`config.mk`:
```
export PLATFORM = sky130hd
export DESIGN_NAME = soe_thread_arbiter
export DESIGN_NICKNAME = d
export VERILOG_FILES = /design/src/rtl/soe_arb_pkg.sv /design/src/rtl/soe_urgency_bank.sv /design/src/rtl/soe_stall_detect.sv /design/src/rtl/soe_switch_timer.sv /design/src/rtl/soe_thread_arbiter.sv
export SDC_FILE = /design/constraint.sdc
export NUM_CORES = 1
export LEC_CHECK = 0
export BUFFER_PORTS_ARGS = -buffer_cell sky130_fd_sc_hd__buf_2
export CAP_MARGIN = 20
export CORE_ASPECT_RATIO = 0.9
export CORE_MARGIN = 4
export CORE_UTILIZATION = 30
export CTS_CLUSTER_SIZE = 10
export DETAILED_ROUTE_END_ITERATION = 8
export GPL_TIMING_DRIVEN = 0
export HOLD_SLACK_MARGIN = 0.02
export SLEW_MARGIN = 40
export SYNTH_ARGS = -nofsm -noshare
export SYNTH_HDL_FRONTEND = slang
export SYNTH_SLANG_ARGS = --single-unit
export TNS_END_PERCENT = 10
```
`constraint.sdc`:
```
create_clock -name clk -period 5.8 [get_ports clk]
set_input_delay 1.16 -clock clk [delete_from_list [all_inputs] [get_ports clk]]
set_output_delay 1.16 -clock clk [all_outputs]
set_load 0.005 [all_outputs]
```
`src/rtl/soe_arb_pkg.sv`:
```
package soe_arb_pkg;
   localparam int NUM_THR = 2;

   function automatic int clamp_range(input int v, input int hi);
      if (v < 0)
         return 0;
      else if (v > hi)
         return hi;
      else
         return v;
   endfunction
endpackage

```
`src/rtl/soe_urgency_bank.sv`:
```
module soe_urgency_bank
   import soe_arb_pkg::*;
#(
   parameter int URG_W = 4
) (
   input  logic             clk,
   input  logic             rst_n,
   input  logic             act_tid,
   input  logic [2:0]       act_dec,
   input  logic [1:0]       park_inc,
   output logic [URG_W-1:0] urg_act_new,
   output logic [URG_W-1:0] urg_park_new
);
   localparam int URG_MAX  = (1 << URG_W) - 1;
   localparam int URG_INIT = 1 << (URG_W - 1);

   if (URG_W < 2) begin : g_chk_w
      $error("soe_urgency_bank: URG_W must be at least 2");
   end

   logic [URG_W-1:0] urg_q [NUM_THR];
   logic [URG_W-1:0] cur_act, cur_park;

   always_comb begin
      cur_act      = urg_q[act_tid];
      cur_park     = urg_q[~act_tid];
      urg_act_new  = URG_W'(clamp_range(int'(cur_act) - int'(act_dec), URG_MAX));
      urg_park_new = URG_W'(clamp_range(int'(cur_park) + int'(park_inc), URG_MAX));
   end

   for (genvar g = 0; g < NUM_THR; g++) begin : g_thr
      always_ff @(posedge clk) begin
         if (!rst_n)
            urg_q[g] <= URG_W'(URG_INIT);
         else if (act_tid == g[0])
            urg_q[g] <= urg_act_new;
         else
            urg_q[g] <= urg_park_new;
      end

      // Only a parked thread gains urgency, only a running one loses it.
      assert_park_only_rises_R4: assert property (@(posedge clk) disable iff (!rst_n)
         (urg_q[g] > $past(urg_q[g])) |-> ($past(act_tid) != g[0]));
      assert_active_only_falls_R3: assert property (@(posedge clk) disable iff (!rst_n)
         (urg_q[g] < $past(urg_q[g])) |-> ($past(act_tid) == g[0]));
   end
endmodule

```
`src/rtl/soe_stall_detect.sv`:
```
module soe_stall_detect #(
   parameter int CNT_W = 6
) (
   input  logic             clk,
   input  logic             rst_n,
   input  logic             stall_in,
   input  logic [CNT_W-1:0] lim,
   output logic             ext_stall
);
   if (CNT_W < 1) begin : g_chk_w
      $error("soe_stall_detect: CNT_W must be at least 1");
   end

   logic [CNT_W-1:0] run_q;
   logic [CNT_W-1:0] lim_eff;

   always_comb begin
      lim_eff   = (lim == '0) ? CNT_W'(1) : lim;
      ext_stall = stall_in && (run_q == lim_eff - CNT_W'(1));
   end

   always_ff @(posedge clk) begin
      if (!rst_n)
         run_q <= '0;
      else if (!stall_in)
         run_q <= '0;
      else if (run_q < lim_eff)
         run_q <= run_q + CNT_W'(1);
   end

   assert_ext_needs_stall_R10: assert property (@(posedge clk) disable iff (!rst_n)
      ext_stall |-> stall_in);
   assert_ext_once_per_run_R10: assert property (@(posedge clk) disable iff (!rst_n)
      ext_stall |=> !ext_stall);
endmodule

```
`src/rtl/soe_switch_timer.sv`:
```
module soe_switch_timer #(
   parameter int TMO_W   = 10,
   parameter int RES_W   = 4,
   parameter int RES_MIN = 4
) (
   input  logic             clk,
   input  logic             rst_n,
   input  logic             flip,
   input  logic [TMO_W-1:0] cfg_timeout,
   input  logic [RES_W-1:0] cfg_min_res,
   output logic             tmo_expired,
   output logic             res_busy
);
   if (RES_MIN < 1 || (1 << RES_W) <= RES_MIN) begin : g_chk_res
      $error("soe_switch_timer: RES_W cannot hold RES_MIN");
   end

   logic [TMO_W-1:0] tmo_q;
   logic [RES_W-1:0] res_q;
   logic [RES_W-1:0] res_eff;

   always_comb begin
      res_eff     = (cfg_min_res < RES_W'(RES_MIN)) ? RES_W'(RES_MIN) : cfg_min_res;
      tmo_expired = (tmo_q == '0);
      res_busy    = (res_q != '0);
   end

   always_ff @(posedge clk) begin
      if (!rst_n) begin
         tmo_q <= cfg_timeout;
         res_q <= '0;
      end else if (flip) begin
         tmo_q <= cfg_timeout;
         res_q <= res_eff - RES_W'(1);
      end else begin
         if (tmo_q != '0) tmo_q <= tmo_q - TMO_W'(1);
         if (res_q != '0) res_q <= res_q - RES_W'(1);
      end
   end

   assert_tmo_reload_R8: assert property (@(posedge clk) disable iff (!rst_n)
      flip |=> (tmo_q == $past(cfg_timeout)));
   assert_res_opens_R9: assert property (@(posedge clk) disable iff (!rst_n)
      flip |=> res_busy);
endmodule

```
`src/rtl/soe_thread_arbiter.sv`:
```
module soe_thread_arbiter #(
   parameter int URG_W   = 4,
   parameter int TMO_W   = 10,
   parameter int RES_W   = 4,
   parameter int STALL_W = 6
) (
   input  logic               clk,
   input  logic               rst_n,
   input  logic [TMO_W-1:0]   cfg_timeout,
   input  logic [RES_W-1:0]   cfg_min_res,
   input  logic [STALL_W-1:0] cfg_stall_lim,
   input  logic               llc_miss,
   input  logic               fill_parked,
   input  logic               switch_hint,
   input  logic               sem_release,
   input  logic               stall_in,
   input  logic               pf_sec_miss,
   output logic               active_tid,
   output logic               switch_pulse
);
   logic             ext_stall, tmo_expired, res_busy;
   logic [2:0]       act_dec;
   logic [1:0]       park_inc;
   logic [URG_W-1:0] urg_act_new, urg_park_new;
   logic             cond_req, blocked, take;
   logic             tid_q, pulse_q;

   soe_stall_detect #(.CNT_W(STALL_W)) u_stall (
      .clk       (clk),
      .rst_n     (rst_n),
      .stall_in  (stall_in),
      .lim       (cfg_stall_lim),
      .ext_stall (ext_stall)
   );

   soe_urgency_bank #(.URG_W(URG_W)) u_urg (
      .clk          (clk),
      .rst_n        (rst_n),
      .act_tid      (tid_q),
      .act_dec      (act_dec),
      .park_inc     (park_inc),
      .urg_act_new  (urg_act_new),
      .urg_park_new (urg_park_new)
   );

   soe_switch_timer #(.TMO_W(TMO_W), .RES_W(RES_W), .RES_MIN(4)) u_tmr (
      .clk         (clk),
      .rst_n       (rst_n),
      .flip        (pulse_q),
      .cfg_timeout (cfg_timeout),
      .cfg_min_res (cfg_min_res),
      .tmo_expired (tmo_expired),
      .res_busy    (res_busy)
   );

   always_comb begin
      act_dec  = {llc_miss, 1'b0} + {2'b00, ext_stall} + {2'b00, pf_sec_miss};
      park_inc = {fill_parked, 1'b0} + {1'b0, sem_release};
      cond_req = llc_miss | fill_parked | sem_release | ext_stall | pf_sec_miss;
      blocked  = pulse_q | res_busy;
      take     = !blocked &&
                 (switch_hint || tmo_expired || (cond_req && (urg_park_new >= urg_act_new)));
   end

   always_ff @(posedge clk) begin
      if (!rst_n) begin
         tid_q   <= 1'b0;
         pulse_q <= 1'b0;
      end else begin
         pulse_q <= take;
         if (pulse_q) tid_q <= ~tid_q;
      end
   end

   assign active_tid   = tid_q;
   assign switch_pulse = pulse_q;

   assert_pulse_single_R2: assert property (@(posedge clk) disable iff (!rst_n)
      switch_pulse |=> !switch_pulse);
   assert_tid_flips_R2: assert property (@(posedge clk) disable iff (!rst_n)
      switch_pulse |=> (active_tid != $past(active_tid)));
   assert_tid_holds_R2: assert property (@(posedge clk) disable iff (!rst_n)
      !switch_pulse |=> $stable(active_tid));
   assert_no_switch_in_window_R9: assert property (@(posedge clk) disable iff (!rst_n)
      res_busy |=> !switch_pulse);
   assert_hint_forces_R7: assert property (@(posedge clk) disable iff (!rst_n)
      (switch_hint && !res_busy && !switch_pulse) |=> switch_pulse);
   assert_timeout_forces_R8: assert property (@(posedge clk) disable iff (!rst_n)
      (tmo_expired && !res_busy && !switch_pulse) |=> switch_pulse);
endmodule

```
==> results.md, run 1 <==
Global route:
- Entering global routing, the biggest net connects 11 pins.
- The first global-routing pass estimated 8376 um of wire.
- Across every metal layer, demand over resource in global routing totals 11.23%.
- The number of global-route vias before repair is 1825.
- The number of antenna violations at the first check in global routing is 0.
- The total overflow left after global routing is 0.

Placed design:
- The final weighted congestion in routability-driven placement is 0.7473.
- The worst setup timing slack at the placement stage is 455.3 ps.
- The half-perimeter wire length after placement is 3896 um.
- Input and output buffers added on the ports amount to 28.

Die:
- The core outline area is 7545 um2.
- The boundary pin count is 30.
- Measured along the x axis, the die boundary spans 101.0 um.
- The die covers 9255 um2.
- For this configuration, the core starts out at a cell density of 30.93%.
- The floorplan has 30 rows.
- The vertical die dimension is 91.67 um.

Setup path:
- The cell with the biggest individual delay on the critical path is sky130_fd_sc_hd__fa_1.
- The kind of critical path is input port to register.
- The most numerous cell type found on the critical path is sky130_fd_sc_hd__ha_1.
- For the worst setup path, the data arrival time is 5190 ps.
- The critical path's largest stage delay is 410 ps.
- Traced cell by cell, the critical path runs through buf_2 > nor3_1 > a21oi_1 > ha_1 > nor2b_1 > or3_1 > a31oi_1 > o21a_1 > ha_1 > mux4_2 > inv_1 > fa_1 > nor2b_1 > nor3_1 > nand2b_1 > inv_1 > ha_1 > nand2b_1 > a21oi_1 > o21ai_0 > a31oi_1 > nand2_1.
- The family of cells with the greatest summed delay on the critical path is simple AND/OR/NAND/NOR gates.
- Of all nets on the critical path, the largest fanout is 7.
- The endpoint class of the critical path is a register.
- For the worst setup path, the data required time is 5970 ps.
- The number of buffers and inverters on the critical path is 3.
- STA classifies the critical path startpoint as an input port.

Power:
- In this run, the clock network consumes 16.5% of the power.
- Power spread over the standard cell area amounts to 359.8 nW/um2.
- The power share of the sequential group is 35.6%.
- The total power of the final layout is 971.4 uW.
- For this design the static power due to leakage is 0.001120 uW.
- The internal power of the cells totals 603.6 uW.
- The worst-case IR drop observed on VDD is 0.1116 mV.
- The power share of the combinational group is 47.9%.
- The fraction of power spent switching nets is 37.86%.
- The reported net switching power is 367.8 uW.

Layout:
- The number of nets in the layout is 353.
- The area growth from synthesis to layout is 15.71%.
- The core occupancy in the finished layout is 35.79%.
- 0 antenna diodes ended up in the layout.
- Fill cells in the final layout number 780.
- The fraction of layout instances using a drive strength above 1 is 15.51%.

Synthesis:
- In this run, distinct cell masters in the synthesized netlist total 45.
- The share of flip-flops with an asynchronous set or reset after synthesis is 0%.
- The simple-gate area share of the yosys netlist is 21.13%.
- The synthesized design devotes to its leading area cell type 23.16% of total area.
- The number of synthesized register bits is 31.
- The xor/xnor share of the synthesized area is 5.255%.
- The sequential-to-total area share from yosys stat is 34.32%.
- By area, the combinational part of the netlist is dominated by simple AND/OR/NAND/NOR gates.
- The proportion of synthesized area in mux cells is 5.952%.
- sky130_fd_sc_hd__edfxtp_1 takes more of the synthesized area than any other cell.
- The synthesized instance count is 260.
- Of the total synthesized cell area, the portion taken by full adders, half adders and majority gates is 12.98%.
- During synthesis, Yosys emitted a total of 0 warnings.
- Yosys mapped a number of flops with a built-in enable equal to 18.
- Yosys attributes the largest share of cell area to sky130_fd_sc_hd__edfxtp_1, sky130_fd_sc_hd__ha_1, sky130_fd_sc_hd__dfxtp_1.
- The mean area per synthesized cell is 8.975 um2.
- The mapped netlist covers 2333 um2.
- The main flop type after synthesis is sky130_fd_sc_hd__edfxtp_1.
- The synthesized-area fraction occupied by ao, oa, aoi and oai cells is 15.07%.

Clocking:
- The number of buffers added for setup after CTS is 0.
- The H-tree was split into 2 levels.
- At the later pin of the worst-skew pair, clock insertion delay measures 280 ps.
- The maximum clock insertion buffer count is 2.
- The tree is rooted in a sky130_fd_sc_hd__clkbuf_8.
- The clock-pin slew on the worst setup and hold paths is 60 ps.
- The total number of clock tree sinks is 31.
- For this design, the CTS-stage hold fixing added 0 buffers.
- The clock tree from TritonCTS is done.
- Buffers inserted during clock tree synthesis total 5.
- The quantity of gates resized following cts is 0.

Route:
- The average wire per standard cell is 12.23 um.
- The final wirelength is 4880 um.
- Dividing the detail-routed via count by the number of cells gives 4.855.
- The first-pass iteration count of the detailed router is 4.
- The number of design-rule violations left by the first detailed-router iteration is 62.
- The number of remaining DRC errors is 0.
- The via total after detailed routing is 1937.
- In this run the remaining antenna-violating nets after routing total 0.

STA:
- On the final layout, the worst hold slack is 543.2 ps.
- Setup slack on the critical path of the routed design comes to 778.3 ps.
- The clock tree skew after final layout is 2.117 ps.
- The total count of max-transition violations in the final report came to 0.
- Setup repair after global routing left no endpoint under its margin.
- The number of endpoints with negative hold slack in the final report is 0.
- The max-slew headroom at the worst pin is 56.48%.
- Setup violations remaining at the end of the flow were counted as 0.
- Static timing analysis puts the maximum clock frequency at 199.1 MHz.
- The clock period could shrink to 5022 ps.
- The post-route fraction of the period consumed by the critical path is 86.58%.
- The transition at the pin with the smallest max-transition slack is 636.3 ps.
- For the final routed database, the setup TNS stands at 0 ps.

Outcome:
- The flow ran to the end, and the final reports show no timing, DRC or antenna violations.

Job:
- The number of maximum-capacitance constraint violations is 0.

Min path:
- The worst min-delay path category is register to register.
==> kinds of logic (layout without fill, tap and decap cells) <==
kind of cell,after synthesis,after routing
and+or+nand+nor,93,93
AOI/OAI and AO/OA,56,56
DFF,31,31
buffers and inverters,30,66
adders and majority gates,23,23
xor gates and xnor gates,14,14
muxes,12,12
other,1,8
==> flip-flops by register name (all words and copies together) (netlist names), named ones only <==
name and cells:
u_urg.urg_q 8, u_tmr.tmo_q 10, switch_pulse 1, u_stall.run_q 6, active_tid 1, u_tmr.res_q 4
==> area by class of cell <==
| cell class | instances | area (um2) | area share (%) |
|---|---|---|---|
| plain buffers | 8 | 37.54 | 1.390 |
| clock buffers | 8 | 80.08 | 2.966 |
| inverters | 22 | 82.58 | 3.058 |
| multi-input cells | 206 | 1439 | 53.29 |
| flip-flops and latches | 31 | 800.8 | 29.66 |
| well taps | 96 | 120.1 | 4.449 |
| repair buffers | 28 | 140.1 | 5.190 |
==> metal layers <==
metal,GRT usage [%],share of wire (%),up-vias,wire length [um]
met5,0,0,-,0
met4,4.762,1.8,0,89
met3,2.205,2.9,7,143
met2,17.71,45,27,2188
met1,14.91,50,890,2458
li1,-,-,1013,-
==> path summary, 6_finish.rpt <==
kind / from / endpoint / slack, ps / depth (start not counted)
hold reg to reg: u_stall.run_q[4] / u_stall.run_q[4] / 540 / 2
setup / recovery: cfg_stall_lim[2] / switch_pulse / 780 / 22
setup reg to reg: u_stall.run_q[3] / switch_pulse / 1580 / 18
hold / removal: u_stall.run_q[4] / u_stall.run_q[4] / 540 / 2
==> cell usage in the layout (no fill, tap or decap), types with 2 or more instances in the layout <==
cell type and n:
sky130_fd_sc_hd__conb_1 8, sky130_fd_sc_hd__or4_1 4, sky130_fd_sc_hd__xor2_1 6, sky130_fd_sc_hd__or3_1 8, sky130_fd_sc_hd__xnor2_1 8, sky130_fd_sc_hd__clkbuf_8 5
sky130_fd_sc_hd__clkbuf_1 10, sky130_fd_sc_hd__edfxtp_1 18, sky130_fd_sc_hd__a21oi_2 2, sky130_fd_sc_hd__nand2_1 21, sky130_fd_sc_hd__o31ai_1 2, sky130_fd_sc_hd__mux2i_1 6
sky130_fd_sc_hd__a21oi_1 9, sky130_fd_sc_hd__nor2_1 18, sky130_fd_sc_hd__buf_2 28, sky130_fd_sc_hd__o211ai_1 2, sky130_fd_sc_hd__a21boi_0 2, sky130_fd_sc_hd__o2111ai_1 2
sky130_fd_sc_hd__nor3_1 10, sky130_fd_sc_hd__nand3b_1 6, sky130_fd_sc_hd__a21o_1 2, sky130_fd_sc_hd__a31oi_1 8, sky130_fd_sc_hd__inv_1 22, sky130_fd_sc_hd__o21ai_0 18
sky130_fd_sc_hd__dfxtp_1 13, sky130_fd_sc_hd__nand2b_1 3, sky130_fd_sc_hd__fa_1 2, sky130_fd_sc_hd__mux2_2 5, sky130_fd_sc_hd__nand3_1 4, sky130_fd_sc_hd__o21a_1 3
sky130_fd_sc_hd__nor2b_1 8, sky130_fd_sc_hd__or2_2 4, sky130_fd_sc_hd__ha_1 21, sky130_fd_sc_hd__a211oi_1 2
==> power by group through the flow <==
| stage | Clock, uW | Sequential [uW] | Combinational (uW) |
|---|---|---|---|
| after floorplan | 0 | 337 | 366 |
| after global placement | 0 | 349 | 454 |
| after detailed placement | 0 | 350 | 467 |
| after CTS | 165 | 346 | 470 |
| after global routing | 175 | 355 | 535 |
| final | 161 | 346 | 465 |
==> worst reg2reg max path, stage by stage (launching register included) <==
cell and delay, ps:
sky130_fd_sc_hd__dfxtp_1 310, sky130_fd_sc_hd__clkbuf_1 200, sky130_fd_sc_hd__or2_2 340, sky130_fd_sc_hd__a2111oi_0 620, sky130_fd_sc_hd__o21a_1 250, sky130_fd_sc_hd__ha_1 270
sky130_fd_sc_hd__mux4_2 260, sky130_fd_sc_hd__inv_1 60, sky130_fd_sc_hd__fa_1 410, sky130_fd_sc_hd__nor2b_1 180, sky130_fd_sc_hd__nor3_1 70, sky130_fd_sc_hd__nand2b_1 190
sky130_fd_sc_hd__inv_1 80, sky130_fd_sc_hd__ha_1 220, sky130_fd_sc_hd__nand2b_1 140, sky130_fd_sc_hd__a21oi_1 150, sky130_fd_sc_hd__o21ai_0 130, sky130_fd_sc_hd__a31oi_1 180
sky130_fd_sc_hd__nand2_1 70
==> through the flow <==
| stage | area (um2) | instances |
|---|---|---|
| 6_report | 2700 | 399 |
| 4_1_cts | 2700 | 399 |
| 2_1_floorplan | 2360 | 267 |
| 3_5_place_dp | 2620 | 391 |
| 5_1_grt | 2700 | 399 |
| 3_3_place_gp | 2620 | 391 |
==> synth_stat cells, drive strengths merged (5+ instances only) <==
cell,count
mux2,5
inv,22
dfxtp,13
mux2i,6
nand2,21
o21ai,18
nand3b,6
or3,8
clkbuf,7
a21oi,11
xnor2,8
ha,21
a31oi,8
nor2,18
xor2,6
nor3,10
nor2b,8
edfxtp,18
Note: power is estimated with default switching activity, not from simulation.
==> run 2: changes to the inputs <==
--- a/config.mk
+++ b/config.mk
@@ -17,5 +17,6 @@
 export SLEW_MARGIN = 40
 export SYNTH_ARGS = -nofsm -noshare
 export SYNTH_HDL_FRONTEND = slang
+export SYNTH_HIERARCHICAL = 1
 export SYNTH_SLANG_ARGS = --single-unit
 export TNS_END_PERCENT = 10
==> run 2 against run 1 <==
Combinational power is 12% higher. Largest cell class unchanged. Die area is 7.7% higher. Global-route usage is 0.066 points lower. Wire length is 12% higher. Critical endpoint unchanged. Hold slack better by 30 ps. Highest routed layer unchanged.
==> results.md, run 2 <==
Outcome:
- The run finished with clean final reports.

Synthesis:
- The synthesized netlist occupies a cell area of 2530 um2.
- The number of distinct library cell variants in the gate-level netlist after synthesis is 64.
- The fraction of synthesized cell area taken by the top area cell type is 21.36%.
- The main flop type after synthesis is sky130_fd_sc_hd__edfxtp_1.
- Sorting the synthesized cells by area gives the leading types as sky130_fd_sc_hd__edfxtp_1, sky130_fd_sc_hd__ha_1, sky130_fd_sc_hd__dfxtp_1.
- In the synthesized netlist the async set-or-reset flop fraction comes to 0%.
- The largest total area in the synthesized netlist belongs to sky130_fd_sc_hd__edfxtp_1.
- In the synthesized netlist, the number of instances is 275.
- The number of synthesized register bits is 30.
- The library cell with the highest instance count after synthesis is sky130_fd_sc_hd__inv_1.
- The commonest cells after synthesis are sky130_fd_sc_hd__inv_1, sky130_fd_sc_hd__nor2_1, sky130_fd_sc_hd__ha_1.
- The mean area per synthesized cell is 9.200 um2.
- The sequential-to-total area share from yosys stat is 30.86%.
- The Yosys warning count is 6.
- Yosys mapped a number of flops with a built-in enable equal to 18.

Clocking:
- The number of buffers added for setup after CTS is 0.
- The master cell of the clock root buffer is sky130_fd_sc_hd__clkbuf_8.
- The longest clock path from root to sink contains 2 buffers.
- The total CTS buffers is 5.
- After clock tree synthesis, the clock-pin slew on the worst setup and hold paths is 70 ps.
- The clock reaches the later pin of the worst-skew pair after 280 ps.
- CTS built an H-tree with a depth of 2.
- Once the clock tree was built, the resizer swapped 0 gates to a different size.
- For this design, the sink count on the clock tree is 30.
- For this design, the CTS-stage hold fixing added 0 buffers.
- TritonCTS built the clock tree.

Die:
- The horizontal die dimension is 104.8 um.
- The boundary pin count is 30.
- The die area is 9969 um2.
- The count of standard-cell rows is 31.
- The core region is 8145 um2.
- For this configuration, the core starts out at a cell density of 31.06%.
- The vertical die dimension is 95.12 um.

Layout:
- At the end of the flow, the number of nets in the layout was 369.
- 0 antenna diodes ended up in the layout.
- The library cell used most frequently in the layout, excluding fill and tap cells, is sky130_fd_sc_hd__buf_2.
- The largest registers in the layout are u_tmr/tmo_q (10), u_urg/urg_q (8), u_stall/run_q (6).
- The number of flip-flops under the largest register name is 10.
- In the layout the commonest cells are sky130_fd_sc_hd__buf_2, sky130_fd_sc_hd__inv_1, sky130_fd_sc_hd__nor2_1.
- After filler insertion, the fill cell instance count of the layout stands at 854.
- u_tmr/tmo_q holds more flip-flops than any other register.
- The area growth from synthesis to layout is 15.43%.
- At the end of the flow the core is filled with cells to 35.85%.
- The finished cells cover 2920 um2.
- The fraction of layout instances using a drive strength above 1 is 20.38%.

Global route:
- Entering global routing, the biggest net connects 17 pins.
- The number of antenna violations at the first check in global routing was 0.
- After global routing the overflow that remains totals 0.
- The first global-routing pass estimated 9059 um of wire.
- The total routing usage reported by global routing is 11.16%.
- The number of global-route vias before repair is 1928.

Setup path:
- The data arrival time of the critical path is 5190 ps.
- The reg-to-reg critical path startpoint is u_stall/run_q[0].
- At the worst endpoint, the required time is 5960 ps.
- Of all nets on the critical path, the largest fanout is 5.
- STA classifies the critical path startpoint as an input port.
- In this run the critical register-to-register path is captured at switch_pulse.
- The minimum setup slack among reg-to-reg paths is 1930 ps.
- The endpoint class of the critical path is a register.
- The depth of the most critical reg-to-reg path is 15.
- The setup path with the least slack is of type input port to register.

Placed design:
- Detailed placement ended at an HPWL of 4355 um.
- At the end of routability-driven placement, the weighted congestion stood at 0.7907.
- The placed cell area is 2825 um2.
- The number of port buffers is 29.
- The worst setup timing slack at the placement stage is 469.4 ps.

Min path:
- The capture endpoint of the worst hold path is u_stall/run_q[0].
- The worst min-delay path category is register to register.
- Along the worst hold path, the cell count comes to 2.
- In this run the most critical hold path is launched from u_stall/run_q[0].

Route:
- After detailed routing, the number of vias per cell comes to 5.010.
- In the final routed layout, each cell accounts on average for 13.06 um.
- For this block, the routed nets add up to 5461 um of wire.
- The routed layout has 2094 vias.
- In the routed design, unresolved DRC markers number 0.
- After the first detailed-routing iteration, the DRC count stood at 55.
- Before antenna repair, the detailed router went through 4 iterations.
- The detail route stage leaves a number of antenna-violating nets equal to 0.

STA:
- The final worst slack is 768.9 ps.
- The clock tree skew after final layout is 9.512 ps.
- The total count of max-transition violations in the final report was 0.
- Setup repair after global routing left no endpoint under its margin.
- The final critical delay including setup and external delays is 5031 ps.
- The number of endpoints with negative hold slack in the final report is 0.
- Setup violations remaining at the end of the flow were counted as 0.
- Based on the critical path, the design can be clocked at up to 198.8 MHz.
- Summed over all failing endpoints, the final setup total negative slack is 0 ps.
- After layout, the worst path uses 86.74% of the clock period.

Job:
- The number of maximum-capacitance constraint violations is 0.

Power:
- The total power of the final layout is 1041 uW.
- The static leakage is 0.001225 uW.
- The power density normalized to cell area is 356.3 nW/um2.
- The maximum resistive drop on vdd is 0.1497 mV.
==> run 2: worst max-delay path by stage <==
| stage | cells past startpoint | end | from |
|---|---|---|---|
| final | 19 | switch_pulse | cfg_stall_lim[0] |
| after global routing | 19 | switch_pulse | cfg_stall_lim[0] |
| after CTS | 19 | switch_pulse | cfg_stall_lim[0] |
| after detailed placement | 19 | switch_pulse | cfg_stall_lim[0] |
| after global placement | 19 | switch_pulse | cfg_stall_lim[0] |
| after floorplan | 19 | switch_pulse | cfg_stall_lim[0] |
==> run 2: final cells by class <==
cell class	count	area [um2]	share of cell area, %
multi-input combinational	218	1627	55.70
timing repair buffer	29	145.1	4.970
clock inverter	2	12.51	0.4284
clock buffer	6	82.58	2.828
sequential	30	780.7	26.74
tap	99	123.9	4.242
buffer	10	58.81	2.014
inverter	24	90.09	3.085
==> run 2: per-layer routing <==
layer / track usage (%) / share of wire, % / routed length, um
met3: 2.640 / 3.8 / 210
met2: 18.22 / 46 / 2525
met5: 0 / 0 / 0
met1: 15.56 / 49 / 2697
met4: 1.311 / 0.51 / 28
==> run 2: kinds of logic (layout without fill, tap and decap cells) <==
logic type / Yosys count / count (layout) / share of synthesized area [%]
xor+xnor: 10 / 10 / 3.462
other cells: 1 / 8 / 0.1482
buf+inv: 34 / 71 / 5.885
fa+ha+maj: 23 / 23 / 11.97
simple gates: 101 / 101 / 24.63
mux: 13 / 13 / 5.539
compound gates: 63 / 63 / 17.51
flops: 30 / 30 / 30.86
==> run 2: per-stage QoR <==
stage / hold slack [ps] / cells
global placement: 556.4 / 410
detailed placement: 564.2 / 410
CTS: 573.6 / 418
global route: 607.7 / 418
finish: 573.5 / 418
floorplan: 525.1 / 282
==> run 2: worst max-delay path, cell delays in order <==
cell,delay [ps]
sky130_fd_sc_hd__buf_2,120
sky130_fd_sc_hd__nor3_4,260
sky130_fd_sc_hd__a21oi_1,140
sky130_fd_sc_hd__ha_1,260
sky130_fd_sc_hd__nand2b_1,170
sky130_fd_sc_hd__a31oi_1,170
sky130_fd_sc_hd__a21oi_1,80
sky130_fd_sc_hd__a211oi_1,340
sky130_fd_sc_hd__ha_1,240
sky130_fd_sc_hd__ha_1,260
sky130_fd_sc_hd__fa_1,480
sky130_fd_sc_hd__nand2b_1,220
sky130_fd_sc_hd__nor3b_4,190
sky130_fd_sc_hd__nor2_1,180
sky130_fd_sc_hd__inv_1,70
sky130_fd_sc_hd__ha_1,210
sky130_fd_sc_hd__or3b_2,460
sky130_fd_sc_hd__o2111ai_1,100
sky130_fd_sc_hd__a211oi_1,90
==> run 2: power breakdown <==
part           total (uW)  leakage (uW)  internal [uW]  switching, uW
clock network         178     0.0000472           95.3           82.6
registers             340      0.000281            295           45.7
logic                 522      0.000897            241            282
